<file path="src/rtl/adpcm_pkg.sv">
package adpcm_pkg;
  localparam int SAMPLE_W = 16;
  localparam int INDEX_W  = 7;
  localparam int CODE_W   = 4;
  localparam int IDX_MAX  = 88;
  localparam int STEPS    = IDX_MAX + 1;

  typedef logic signed [SAMPLE_W-1:0] sample_t;
  typedef logic [INDEX_W-1:0]         index_t;

  typedef struct packed {
    sample_t smp;
    index_t  idx;
  } dec_state_t;

  // Step size for a given index: grows by about ten percent per entry,
  // always by at least one, and ends at full scale.
  function automatic logic [SAMPLE_W-1:0] step_at(input int i);
    int s;
    int t;
    s = 7;
    if (i >= IDX_MAX) return 16'h7fff;
    for (int k = 1; k <= i; k++) begin
      t = (s * 11) / 10;
      s = (t > s) ? t : s + 1;
    end
    return s[SAMPLE_W-1:0];
  endfunction
endpackage

</file>
<file path="src/rtl/adpcm_step_rom.sv">
module adpcm_step_rom
  import adpcm_pkg::*;
#(
  parameter int ENTRIES = STEPS
) (
  input  index_t              addr,
  output logic [SAMPLE_W-1:0] step
);
  logic [SAMPLE_W-1:0] tab [ENTRIES];

  for (genvar g = 0; g < ENTRIES; g++) begin : g_tab
    assign tab[g] = step_at(g);
  end

  always_comb begin
    if (int'(addr) < ENTRIES) step = tab[addr];
    else                      step = tab[ENTRIES-1];
  end
endmodule

</file>
<file path="src/rtl/adpcm_nibble_step.sv">
module adpcm_nibble_step
  import adpcm_pkg::*;
(
  input  sample_t             cur_smp,
  input  index_t              cur_idx,
  input  logic [CODE_W-1:0]   code,
  input  logic [SAMPLE_W-1:0] step,
  output sample_t             nxt_smp,
  output index_t              nxt_idx
);
  localparam int DW = SAMPLE_W + 1;
  localparam int SW = SAMPLE_W + 2;
  localparam int IW = INDEX_W + 2;
  localparam logic signed [SW-1:0] S_HI = SW'((1 << (SAMPLE_W-1)) - 1);
  localparam logic signed [SW-1:0] S_LO = -SW'(1 << (SAMPLE_W-1));

  logic [DW-1:0]        diff;
  logic signed [SW-1:0] sum;
  logic signed [IW-1:0] adj;
  logic signed [IW-1:0] isum;

  always_comb begin
    diff = DW'(step >> 3);
    if (code[0]) diff = diff + DW'(step >> 2);
    if (code[1]) diff = diff + DW'(step >> 1);
    if (code[2]) diff = diff + DW'(step);
    if (code[3]) sum = SW'(cur_smp) - SW'(diff);
    else         sum = SW'(cur_smp) + SW'(diff);
    if (sum > S_HI)      nxt_smp = sample_t'(S_HI);
    else if (sum < S_LO) nxt_smp = sample_t'(S_LO);
    else                 nxt_smp = sample_t'(sum);
  end

  always_comb begin
    if (code[2]) adj = IW'({code[1:0], 1'b0}) + IW'(2);
    else         adj = -IW'(1);
    isum = $signed({2'b00, cur_idx}) + adj;
    if (isum < 0)              nxt_idx = '0;
    else if (isum > IW'(IDX_MAX)) nxt_idx = index_t'(IDX_MAX);
    else                       nxt_idx = index_t'(isum);
  end
endmodule

</file>
<file path="src/rtl/adpcm_loop_decoder.sv">
module adpcm_loop_decoder
  import adpcm_pkg::*;
(
  input  logic                clk,
  input  logic                rst,
  input  logic                hdr_load,
  input  logic [SAMPLE_W-1:0] hdr_sample,
  input  logic [INDEX_W-1:0]  hdr_index,
  input  logic                nib_valid,
  input  logic [CODE_W-1:0]   nib,
  input  logic                loop_mark,
  input  logic                loop_wrap,
  output logic [SAMPLE_W-1:0] sample_out,
  output logic [INDEX_W-1:0]  index_out
);
  dec_state_t          cur, snap, nxt, hdr;
  logic [SAMPLE_W-1:0] step;

  assign hdr.smp = sample_t'(hdr_sample);
  assign hdr.idx = (int'(hdr_index) > IDX_MAX) ? index_t'(IDX_MAX) : hdr_index;

  adpcm_step_rom #(.ENTRIES(STEPS)) u_rom (
    .addr (cur.idx),
    .step (step)
  );

  adpcm_nibble_step u_step (
    .cur_smp (cur.smp),
    .cur_idx (cur.idx),
    .code    (nib),
    .step    (step),
    .nxt_smp (nxt.smp),
    .nxt_idx (nxt.idx)
  );

  always_ff @(posedge clk) begin
    if (rst) begin
      cur  <= '0;
      snap <= '0;
    end else if (hdr_load) begin
      cur  <= hdr;
      snap <= hdr;
    end else if (loop_wrap) begin
      cur  <= snap;
    end else if (nib_valid) begin
      if (loop_mark) snap <= cur;
      cur <= nxt;
    end
  end

  assign sample_out = cur.smp;
  assign index_out  = cur.idx;
endmodule

</file>
<file path="config.mk">
export PLATFORM = sky130hd
export DESIGN_NAME = adpcm_loop_decoder
export DESIGN_NICKNAME = d
export VERILOG_FILES = /design/src/rtl/adpcm_pkg.sv /design/src/rtl/adpcm_step_rom.sv /design/src/rtl/adpcm_nibble_step.sv /design/src/rtl/adpcm_loop_decoder.sv
export SDC_FILE = /design/constraint.sdc
export NUM_CORES = 1
export LEC_CHECK = 0
export ABC_CLOCK_PERIOD_IN_PS = 12200
export CAP_MARGIN = 40
export CORE_AREA = 2 2 156 158
export DETAILED_ROUTE_END_ITERATION = 12
export DIE_AREA = 0 0 158 160
export PLACE_DENSITY_LB_ADDON = 0.15
export SLEW_MARGIN = 20
export SYNTH_ARGS = -nofsm -noshare
export SYNTH_HDL_FRONTEND = slang
export SYNTH_SLANG_ARGS = --single-unit
</file>
<file path="constraint.sdc">
create_clock -name clk -period 12.2 [get_ports clk]
set_input_delay 2.44 -clock clk [delete_from_list [all_inputs] [get_ports clk]]
set_output_delay 2.44 -clock clk [all_outputs]
set_load 0.005 [all_outputs]
</file>
Word-level counts from Yosys, hierarchy flattened
Memory sizes are Yosys's and may differ from the RTL's.
Index checks and enable logic that the tools add are counted.
{"block": "totals", "reg_bits": 46, "mem_bits_ro": 2048, "input_bits": 33, "output_inout_bits": 23, "word_cells": 45, "mem_count": 1}
{"name": "(name not given)", "depth": 128, "word_bits": 16, "read_ports": 1, "rd_clocked_by_memory_dff": 0, "write_ports": 0, "line_no": "adpcm_step_rom.sv:16", "text": "if (int'(addr) < ENTRIES) step = tab[addr];"}
{"block": "classes", "add_sub_neg": 7, "n_lt_le_gt_ge": 7, "eq_ne": 1, "muxes": 20, "bitwise_logic": 1, "n_reduce_logical": 4}
{"operator": "23-bit 2-to-1 mux", "count": 7}
{"operator": "16-bit 2-to-1 mux", "count": 5}
{"operator": "17-bit 2-to-1 mux", "count": 2}
{"operator": "7-bit 2-to-1 mux", "count": 3}
{"operator": "18-bit by 17-bit adder with 18-bit output", "count": 1}
{"operator": "18-bit by 16-bit > comparator with 1-bit output, second input constant", "count": 1}
{"operator": "18-bit by 16-bit less-than comparator with 1-bit output, second input constant", "count": 1}
{"operator": "18-bit 2-to-1 mux", "count": 1}
{"operator": "18-bit by 17-bit subtractor with 18-bit output", "count": 1}
{"operator": "17-bit by 15-bit adder with 17-bit output", "count": 1}
{"operator": "17-bit by 16-bit adder with 17-bit output", "count": 1}
{"operator": "13-bit by 14-bit adder with 15-bit output", "count": 1}
{"operator": "15-bit 2-to-1 mux", "count": 1}
{"operator": "8-bit by 9-bit adder with 9-bit output", "count": 1}
{"operator": "9-bit by 8-bit > comparator with 1-bit output, second input constant", "count": 1}
{"operator": "9-bit by 1-bit less-than comparator with 1-bit output, second input constant", "count": 1}
{"operator": "9-bit 2-to-1 mux", "count": 1}
{"operator": "8-bit greater-or-equal comparator, second input constant", "count": 1}
{"operator": "7-bit inverter with 8-bit output", "count": 1}
{"operator": "7-bit > comparator, second input constant", "count": 1}
{"operator": "7-bit less-than comparator, second input constant", "count": 1}
{"operator": "3-bit by 2-bit adder with 4-bit output, second input constant", "count": 1}
{"operator": "2-bit nonzero test", "count": 2}
{"operator": "3-bit AND reduction", "count": 1}
{"operator": "other kinds (2)", "count": 2}

Depth between registers and ports, before layout
Gate-level depths: netlist of the first run.
{"block": "depth", "word_depth": 19, "ltp_mapped": 49}

Modules after synthesis
From an unflattened synthesis of the first run, not the netlist that was laid out.
{"block": "unflattened", "hier_cells": 1184, "area_unflattened_um2": 8779.7}
{"module": "adpcm_nibble_step", "n_inst": 1, "cells_each": 667, "area_per_inst_um2": 4747.1, "seq_area_each_um2": 0.0}
{"module": "adpcm_loop_decoder", "n_inst": 1, "cells_each": 261, "area_per_inst_um2": 2351.0, "seq_area_each_um2": 920.9}
{"module": "adpcm_step_rom", "n_inst": 1, "cells_each": 256, "area_per_inst_um2": 1681.6, "seq_area_each_um2": 0.0}

Least setup slack after synthesis of the first run
OpenSTA, ideal clock, no wires.
{"block": "synth_path", "kind": "register to register", "from": "register cur (netlist bit index_out[0])", "to": "register cur (netlist bit sample_out[3])", "setup_ps": 91, "arrival_ps": 9486, "required_ps": 12109, "setup_slack_ps": 2623, "stages_incl_launch_ff": 45, "path_buffers": 5, "period_less_slack_ps": 9577, "cell_sequence": "dfxtp_1 > clkbuf_1 > inv_1 > ha_1 > clkbuf_1 > nor2_1 > nor3_1 > a211oi_1 > a21oi_1 > nor2_1 > a21oi_1 > o21ai_0 > ha_1 > fa_1 > nand2b_1 > o21a_1 > fa_1 > a211oi_1 > [... 9 more ...] > xnor2_1 > o22ai_1 > and4bb_1 > nor2_1 > xnor2_1 > ha_1 > nand3_1 > nor2_1 > a211o_1 > nand2b_1 > o21ai_0 > or2_2 > clkbuf_1 > and4_1 > nor4_1 > a211oi_4 > buf_6 > a311oi_1"}
{"block": "synth_via", "elab_chain_cells": 19, "word_cells_on_any_way": 22, "classes_between": "5 x add/sub; 3 x order compare; 12 x mux; 1 x bitwise; 1 x memory"}
{"element": "start, declared", "line_no": "adpcm_loop_decoder.sv:16", "text": "dec_state_t cur, snap, nxt, hdr;"}
{"element": "start signal, assigned", "line_no": "adpcm_loop_decoder.sv:41", "text": "cur <= hdr;"}
{"element": "start signal, assigned", "line_no": "adpcm_loop_decoder.sv:44", "text": "cur <= snap;"}
{"element": "start signal, assigned", "line_no": "adpcm_loop_decoder.sv:47", "text": "cur <= nxt;"}
{"element": "7-bit inverter with 8-bit output (not written as such)", "line_no": "adpcm_step_rom.sv:16"}
{"element": "memory 128 x 16 bit"}
{"element": "16-bit 2-to-1 mux (not written as such) (2 in a row)", "line_no": "adpcm_step_rom.sv:16"}
{"element": "16-bit 2-to-1 mux *", "line_no": "adpcm_step_rom.sv:16"}
{"element": "13-bit by 14-bit adder with 15-bit output", "line_no": "adpcm_nibble_step.sv:24", "text": "if (code[0]) diff = diff + DW'(step >> 2);"}
{"element": "15-bit 2-to-1 mux", "line_no": "adpcm_nibble_step.sv:24"}
{"element": "17-bit by 15-bit adder with 17-bit output", "line_no": "adpcm_nibble_step.sv:25", "text": "if (code[1]) diff = diff + DW'(step >> 1);"}
{"element": "17-bit 2-to-1 mux", "line_no": "adpcm_nibble_step.sv:25"}
{"element": "[... 2 more ...]"}
{"element": "18-bit by 17-bit adder with 18-bit output / 18-bit by 17-bit subtractor with 18-bit output (equally long branches)", "line_no": "adpcm_nibble_step.sv:28, adpcm_nibble_step.sv:27"}
{"element": "18-bit 2-to-1 mux *", "line_no": "adpcm_nibble_step.sv:27", "text": "if (code[3]) sum = SW'(cur_smp) - SW'(diff);"}
{"element": "18-bit by 16-bit less-than comparator with 1-bit output", "line_no": "adpcm_nibble_step.sv:30", "text": "else if (sum < S_LO) nxt_smp = sample_t'(S_LO);"}
{"element": "16-bit 2-to-1 mux", "line_no": "adpcm_nibble_step.sv:30"}
{"element": "16-bit 2-to-1 mux *", "line_no": "adpcm_nibble_step.sv:29", "text": "if (sum > S_HI) nxt_smp = sample_t'(S_HI);"}
{"element": "23-bit 2-to-1 mux *", "line_no": "adpcm_loop_decoder.sv:45", "text": "end else if (nib_valid) begin"}
{"element": "23-bit 2-to-1 mux *", "line_no": "adpcm_loop_decoder.sv:43", "text": "end else if (loop_wrap) begin"}
{"element": "23-bit 2-to-1 mux *", "line_no": "adpcm_loop_decoder.sv:40", "text": "end else if (hdr_load) begin"}
Mark *: on every way between the ends. The rest lies on a longest branch, timed or not. The select of a mux whose other input is x is not followed.
A chain may end at the register's enable or synchronous reset.

Worst setup path after layout of the first run
{"block": "layout_path", "from": "register cur (netlist bit index_out[0])", "to": "register cur (netlist bit sample_out[11])"}
Same word-level chain as after synthesis.

==> metrics, run 1 <==
run status complete, no violations; Combinational Power Share 74.9%; Die Width 158 um; Starting DRT DRC Count 669; most common library cell in the layout ignoring fill and taps a21oi_1; switching power ~670 uW; distinct cell type count of the synthesized netlist 86; pwr dens 149 nW/um2; htree depth 2; TritonCTS buffer count 5; Register Area roughly 900 um2; post-synth top area share 13.0%; largest fanout on the critical path 20; clock tree buffer depth 2; number of antenna-violating nets in the routed design 0; Final GP Congestion 0.875; multi-input combinational cell area 6760 um2; leading cell types in the layout, fill and taps excluded a21oi_1, nand2_1, nor2_1; GRT Residual Overflow 0; initial core utilization 34.3%; number of endpoints with negative hold slack in the final report 0; average size of a mapped cell between 7 and 8 um2; post-synth top area cell ha_1; final period demand of the worst path 11.04 ns; worst hold path type flip-flop to flip-flop; count of hold buffers inserted by post-cts repair 0; full die area 25300 um2; placeable core region 23800 um2; cell count after synthesis 1133; kind of end point of the critical path flip-flop; Flop pwr share 13.5%; fraction of layout cells with a size suffix above 1 5.95%; standard-cell row count 57; all-layer global routing usage roughly a fifth; number of buffers inserted to repair setup after CTS 0; delay contributed by the slowest stage of the critical path roughly 0.66 ns; vias after detailed routing 8620; Critical Setup Path Class flip-flop to flip-flop; synthesis-stage register bit count 46; Post-Place Setup Slack roughly 1.3 ns; setup repair after global routing missed its margin no; Synth area leaders ha_1, dfxtp_1, a21oi_1, o21ai_0, nand2_1; number of synthesized flops with an enable pin 0; design internal power about 700 uW; Root Driver clkbuf_16; timing-limited maximum frequency 90.5 MHz; number of antenna violations at the first check in global routing 0; worst path setup slack after routing 1.16 ns; First-pass DRT Iterations 5; flop2flop setup slack 1.16 ns; TritonCTS clock tree built; final period utilization 90.5%; CP max-delay cell ha_1; aggregate negative setup slack 0 ns; GR Layer Usage met1 31.7%; fillcell total 2561; actual transition at the worst max-transition pin roughly 0.79 ns; share of the yosys chip area belonging to registers 11.3%; most utilized layer in the global route result met2; Critical Path Source Type flip-flop; post-cts resize count 0; count of warnings emitted by yosys 0; Port-buffer cells 55; Net Count, Synth 1256; number of global-route vias before repair 8190; required time of the critical path 12.39 ns; share of total power consumed by net switching 49.1%; Clock Power Share 11.6%; final routed DRC violation total 0; vertical extent of the die 160 um; Worst IR Drop VDD 79.0 uV; setup violation total in the final timing report 0; maximum number of pins on one net before global-route repair 62; grt met2 use 33.6%; Arr. time, crit path 11.24 ns; TritonCTS Sinks 46; max-slew violations 0; synthesized cell area about 8200 um2; # IOs 56; final wirelength approximately 27000 um; Clock Pin Slew Worst Setup and Hold Paths 0.07 ns; NumNets Final 1264; Skew-Pair Late Insertion Delay 0.29 ns; antenna cell count 0; GRT met3 Usage 1.44%; post-synthesis to final-layout area growth 12.4%; Routed WL per cell 18.3 um; number of max-cap violations 0; FFs w/ async S/R, synth 0%; average via count per standard cell 5.88; wire length of the first global-routing pass 43900 um; most common flop cell mapped by yosys dfxtp_1; Pleak about 0.0038 uW; skew final 0.0107 ns; DP HPWL 20200 um; worst-case headroom to the max-slew limit 47.0%
## state kept, by name, indices dropped and copies added (netlist names)
| signal | cells |
|---|---|
| sample_out | 16 |
| snap | 23 |
| index_out | 7 |
## cells in the mapped netlist (5+ instances only)
library cell and count:
a2111oi_0 7, a211o_1 11, a211oi_1 16, a21o_1 29, a21oi_1 103, a221o_1 5, a221oi_1 16, a22oi_1 17
a311oi_1 14, a31oi_1 26, and2_1 11, and3_1 10, buf_1 5, buf_2 13, clkbuf_1 58, dfxtp_1 46
fa_1 5, ha_1 85, inv_1 40, mux2_2 7, mux2i_1 15, nand2_1 91, nand2b_1 31, nand3_1 24
nand4_1 6, nor2_1 86, nor2b_1 16, nor3_1 21, o2111ai_1 5, o211ai_1 17, o21a_1 10, o21ai_0 74
o21ai_1 5, o21bai_1 10, o221ai_1 12, o22ai_1 6, o311ai_0 5, o31a_1 5, o31ai_1 10, or2_2 10
or3_1 14, xnor2_1 35, xor2_1 25
## power by group through the flow
stage               Sequential (uW)  Combinational (uW)  Clock (uW)
floorplan                       180                 781           0
global placement                191                1000           0
detailed placement              191                1000           0
CTS                             188                1010         163
global route                    187                1150         166
finish                          185                1020         158
## final cells by class
cell class,count,area share [%]
well taps,324,4.41
inverters,44,1.80
multi-input cells,964,73.6
clock inverters,2,0.408
repair buffers,80,8.33
clock buffers,6,1.40
flip-flops and latches,46,10.1
## critical path: cells and delay by family (launching register included)
family                     cells  cell delay, ns
AOI/OAI and AO/OA             18            3.99
adders and majority gates      6            2.66
and+or+nand+nor               13            2.05
xor gates and xnor gates       5            1.20
buffers and inverters          2            0.45
DFF                            1            0.31
muxes                          1            0.26
## routing by layer
| layer | part of all wire (%) | vias to the layer above |
|---|---|---|
| met1 | 49 | 4040 |
| met5 | 0 | - |
| met2 | 45 | 243 |
| li1 | - | 4320 |
| met3 | 4.4 | 17 |
| met4 | 0.96 | 0 |
## kinds of logic after synthesis
kind of cell	synth area share (%)
XOR/XNOR	6.63
AND/OR/NAND/NOR	20.7
multiplexers	3.90
buffers and inverters	6.03
adder cells (fa/ha/maj)	14.2
flip-flops	11.3
AO/OA/AOI/OAI	37.3
## through the flow
step | instance area (um2) | power, uW | util (%) | std cells | hold WS (ns)
2_1_floorplan | 8180 | 962 | - | 1133 | 0.469
5_1_grt | 9190 | 1500 | 38.6 | 1466 | 0.519
3_5_place_dp | 8990 | 1190 | 37.7 | 1456 | 0.483
6_report | 9190 | 1370 | 38.6 | 1466 | 0.493
3_3_place_gp | 8970 | 1190 | 37.7 | 1455 | 0.482
4_1_cts | 9150 | 1360 | 38.4 | 1464 | 0.497
## final timing paths
kind	to	cells after the start	from
max	sample_out[11]$_SDFFE_PP0P_	45	index_out[0]$_SDFFE_PP0P_
min	snap[1]$_SDFFE_PP0P_	2	snap[1]$_SDFFE_PP0P_
min reg2reg	snap[1]$_SDFFE_PP0P_	2	snap[1]$_SDFFE_PP0P_
max reg2reg	sample_out[11]$_SDFFE_PP0P_	45	index_out[0]$_SDFFE_PP0P_
No activity file was read; power rests on OpenSTA's default activity.
==> run 2: changes to the inputs <==
--- a/config.mk
+++ b/config.mk
@@ -7,9 +7,9 @@
 export LEC_CHECK = 0
 export ABC_CLOCK_PERIOD_IN_PS = 12200
 export CAP_MARGIN = 40
-export CORE_AREA = 2 2 156 158
+export CORE_AREA = 2 2 120 122
 export DETAILED_ROUTE_END_ITERATION = 12
-export DIE_AREA = 0 0 158 160
+export DIE_AREA = 0 0 122 124
 export PLACE_DENSITY_LB_ADDON = 0.15
 export SLEW_MARGIN = 20
 export SYNTH_ARGS = -nofsm -noshare
==> constraint.sdc (replaced) <==
create_clock -name clk -period 12.2 [get_ports clk]
set_input_delay 1.83 -clock clk [delete_from_list [all_inputs] [get_ports clk]]
set_output_delay 1.83 -clock clk [all_outputs]
set_load 0.005 [all_outputs]
==> run 2 against run 1 <==
Clock skew fell by 0.0049 ns. Sequential share of layout area rose by 0.25 points. Fmax rose by 3.4%. Global-route usage rose by 11 points. Cell area fell by 2.4%. Core utilization rose by 27 points. Clock power fell by 3%.
==> metrics, run 2 (synthesis results as in run 1) <==
htree depth 2; final routed DRC violation total 0; final period utilization 87.6%; DP HPWL 17900 um; largest fanout on the critical path 18; timing-limited maximum frequency 93.6 MHz; average via count per standard cell 6.61; # IOs 56; worst hold stages 2; hold path startpoint snap[14]$_SDFFE_PP0P_; final wirelength 24000 um; clock tree buffer depth 2; post-detailed-placement cell area 8770 um2; pwr dens 151 nW/um2; worst path setup slack after routing between 1.5 and 2 ns; most used cell along the critical path a21oi_1; number of global-route vias before repair 8061; Routed WL per cell 18.2 um; max reg flops 23; Post-Place Setup Slack 1.70 ns; Clock Pin Slew Worst Setup and Hold Paths around 0.060 ns; endpoint of the lowest-slack register-to-register path sample_out[13]$_SDFFE_PP0P_; TritonCTS clock tree built; Worst IR Drop VDD 122 uV; Critical Setup Path Class flip-flop to flip-flop; setup repair after global routing missed its margin no; actual transition at the worst max-transition pin between 0.8 and 0.9 ns; Arr. time, crit path 10.88 ns; vertical extent of the die between 100 and 150 um; First-pass DRT Iterations 5; leading cell types in the layout, fill and taps excluded a21oi_1, nand2_1, nor2_1; maximum number of pins on one net before global-route repair 65; Skew-Pair Late Insertion Delay 0.29 ns; antenna cell count 0; number of endpoints with negative hold slack in the final report 0; NumNets Final 1261; post-synthesis to final-layout area growth 9.72%; Starting DRT DRC Count approximately 830; TritonCTS buffer count 5; Port-buffer cells 55; Critical Path Source Type flip-flop; register with the most flip-flops snap; number of antenna violations at the first check in global routing 0; worst hold endpoint snap[14]$_SDFFE_PP0P_; Root Driver clkbuf_16; number of max-cap violations 0; count of hold buffers inserted by post-cts repair 0; initial core utilization 59.6%; full die area approximately 15000 um2; placeable core region 13700 um2; number of antenna-violating nets in the routed design 0; CP max-delay cell xor2_2; max-slew violations 0; run status complete, no violations; Final GP Congestion 1.04; delay contributed by the slowest stage of the critical path 0.61 ns; flop2flop setup slack 1.52 ns; standard-cell row count 43; GRT Residual Overflow 0; worst-case headroom to the max-slew limit 44.5%; worst flop-to-flop path startpoint index_out[1]$_SDFFE_PP0P_; number of buffers inserted to repair setup after CTS 0; all-layer global routing usage 32.2%; aggregate negative setup slack 0 ns; final period demand of the worst path 10.68 ns; fillcell total 1273; Pleak 0.00374 uW; depth of the worst register-to-register path 40; required time of the critical path 12.40 ns; wire length of the first global-routing pass 40000 um; skew final 0.00573 ns; most common library cell in the layout ignoring fill and taps a21oi_1; vias after detailed routing 8720; setup violation total in the final timing report 0; TritonCTS Sinks 46; Die Width 122 um; post-cts resize count 0; final non-filler cell area 8970 um2; kind of end point of the critical path flip-flop; Crit. Startpoint index_out[1]$_SDFFE_PP0P_; fraction of layout cells with a size suffix above 1 under 10%; worst hold path type flip-flop to flip-flop
[run 2: cell count changes in the layout (fill, tap and decap cells not counted), sizes merged]
cell / delta
clkinvlp: -1
clkbuf: -1
clkinv: +2
buf: -3
[run 2: metrics by stage]
step	hold slack (ns)	power [uW]	cells	utilization, %
3_3_place_gp	0.481	1160	1307	63.9
4_1_cts	0.498	1340	1317	65.2
6_report	0.495	1360	1319	65.4
2_1_floorplan	0.469	962	1133	-
5_1_grt	0.526	1480	1319	65.4
3_5_place_dp	0.485	1170	1309	64.0
[run 2: worst max-delay path by stage]
stage | depth (start not counted) | slack, ns | end
after floorplan | 44 | 2.62 | sample_out[3]$_SDFFE_PP0P_
after global placement | 40 | 1.74 | sample_out[3]$_SDFFE_PP0P_
after detailed placement | 40 | 1.70 | sample_out[13]$_SDFFE_PP0P_
after CTS | 40 | 1.63 | sample_out[13]$_SDFFE_PP0P_
after global routing | 40 | 0.61 | sample_out[0]$_SDFFE_PP0P_
final | 40 | 1.52 | sample_out[13]$_SDFFE_PP0P_
[run 2: cell type report]
cell class / count / area [um2] / share of cell area [%]
Multi-Input combinational cell: 964 / 6760 / 75.4
Sequential cell: 46 / 925 / 10.3
Timing Repair Buffer: 77 / 728 / 8.12
Tap cell: 180 / 225 / 2.51
Inverter: 44 / 165 / 1.84
Clock buffer: 5 / 125 / 1.39
Clock inverter: 3 / 40.0 / 0.446
[run 2: worst max-delay path, delay by kind of cell (launching register included)]
kind | cells | cell delay (ns)
AOI/OAI and AO/OA | 18 | 4.26
and+or+nand+nor | 11 | 2.19
xor gates and xnor gates | 4 | 1.07
DFF | 1 | 0.31
adders and majority gates | 6 | 2.40
buffers and inverters | 1 | 0.35
[run 2: layer usage]
| layer | GRT usage, % | wire (um) | up-vias |
|---|---|---|---|
| met2 | 52.5 | 10700 | 364 |
| met4 | 10.8 | 738 | 0 |
| met3 | 3.71 | 1670 | 55 |
| li1 | - | - | 4311 |
| met5 | 0 | 0 | - |
| met1 | 44.3 | 10800 | 3990 |
[run 2: where the power goes]
part	switching, uW	internal, uW
sequential	20.6	165
combinational	584	433
clock	57.8	95.9
total	662	694
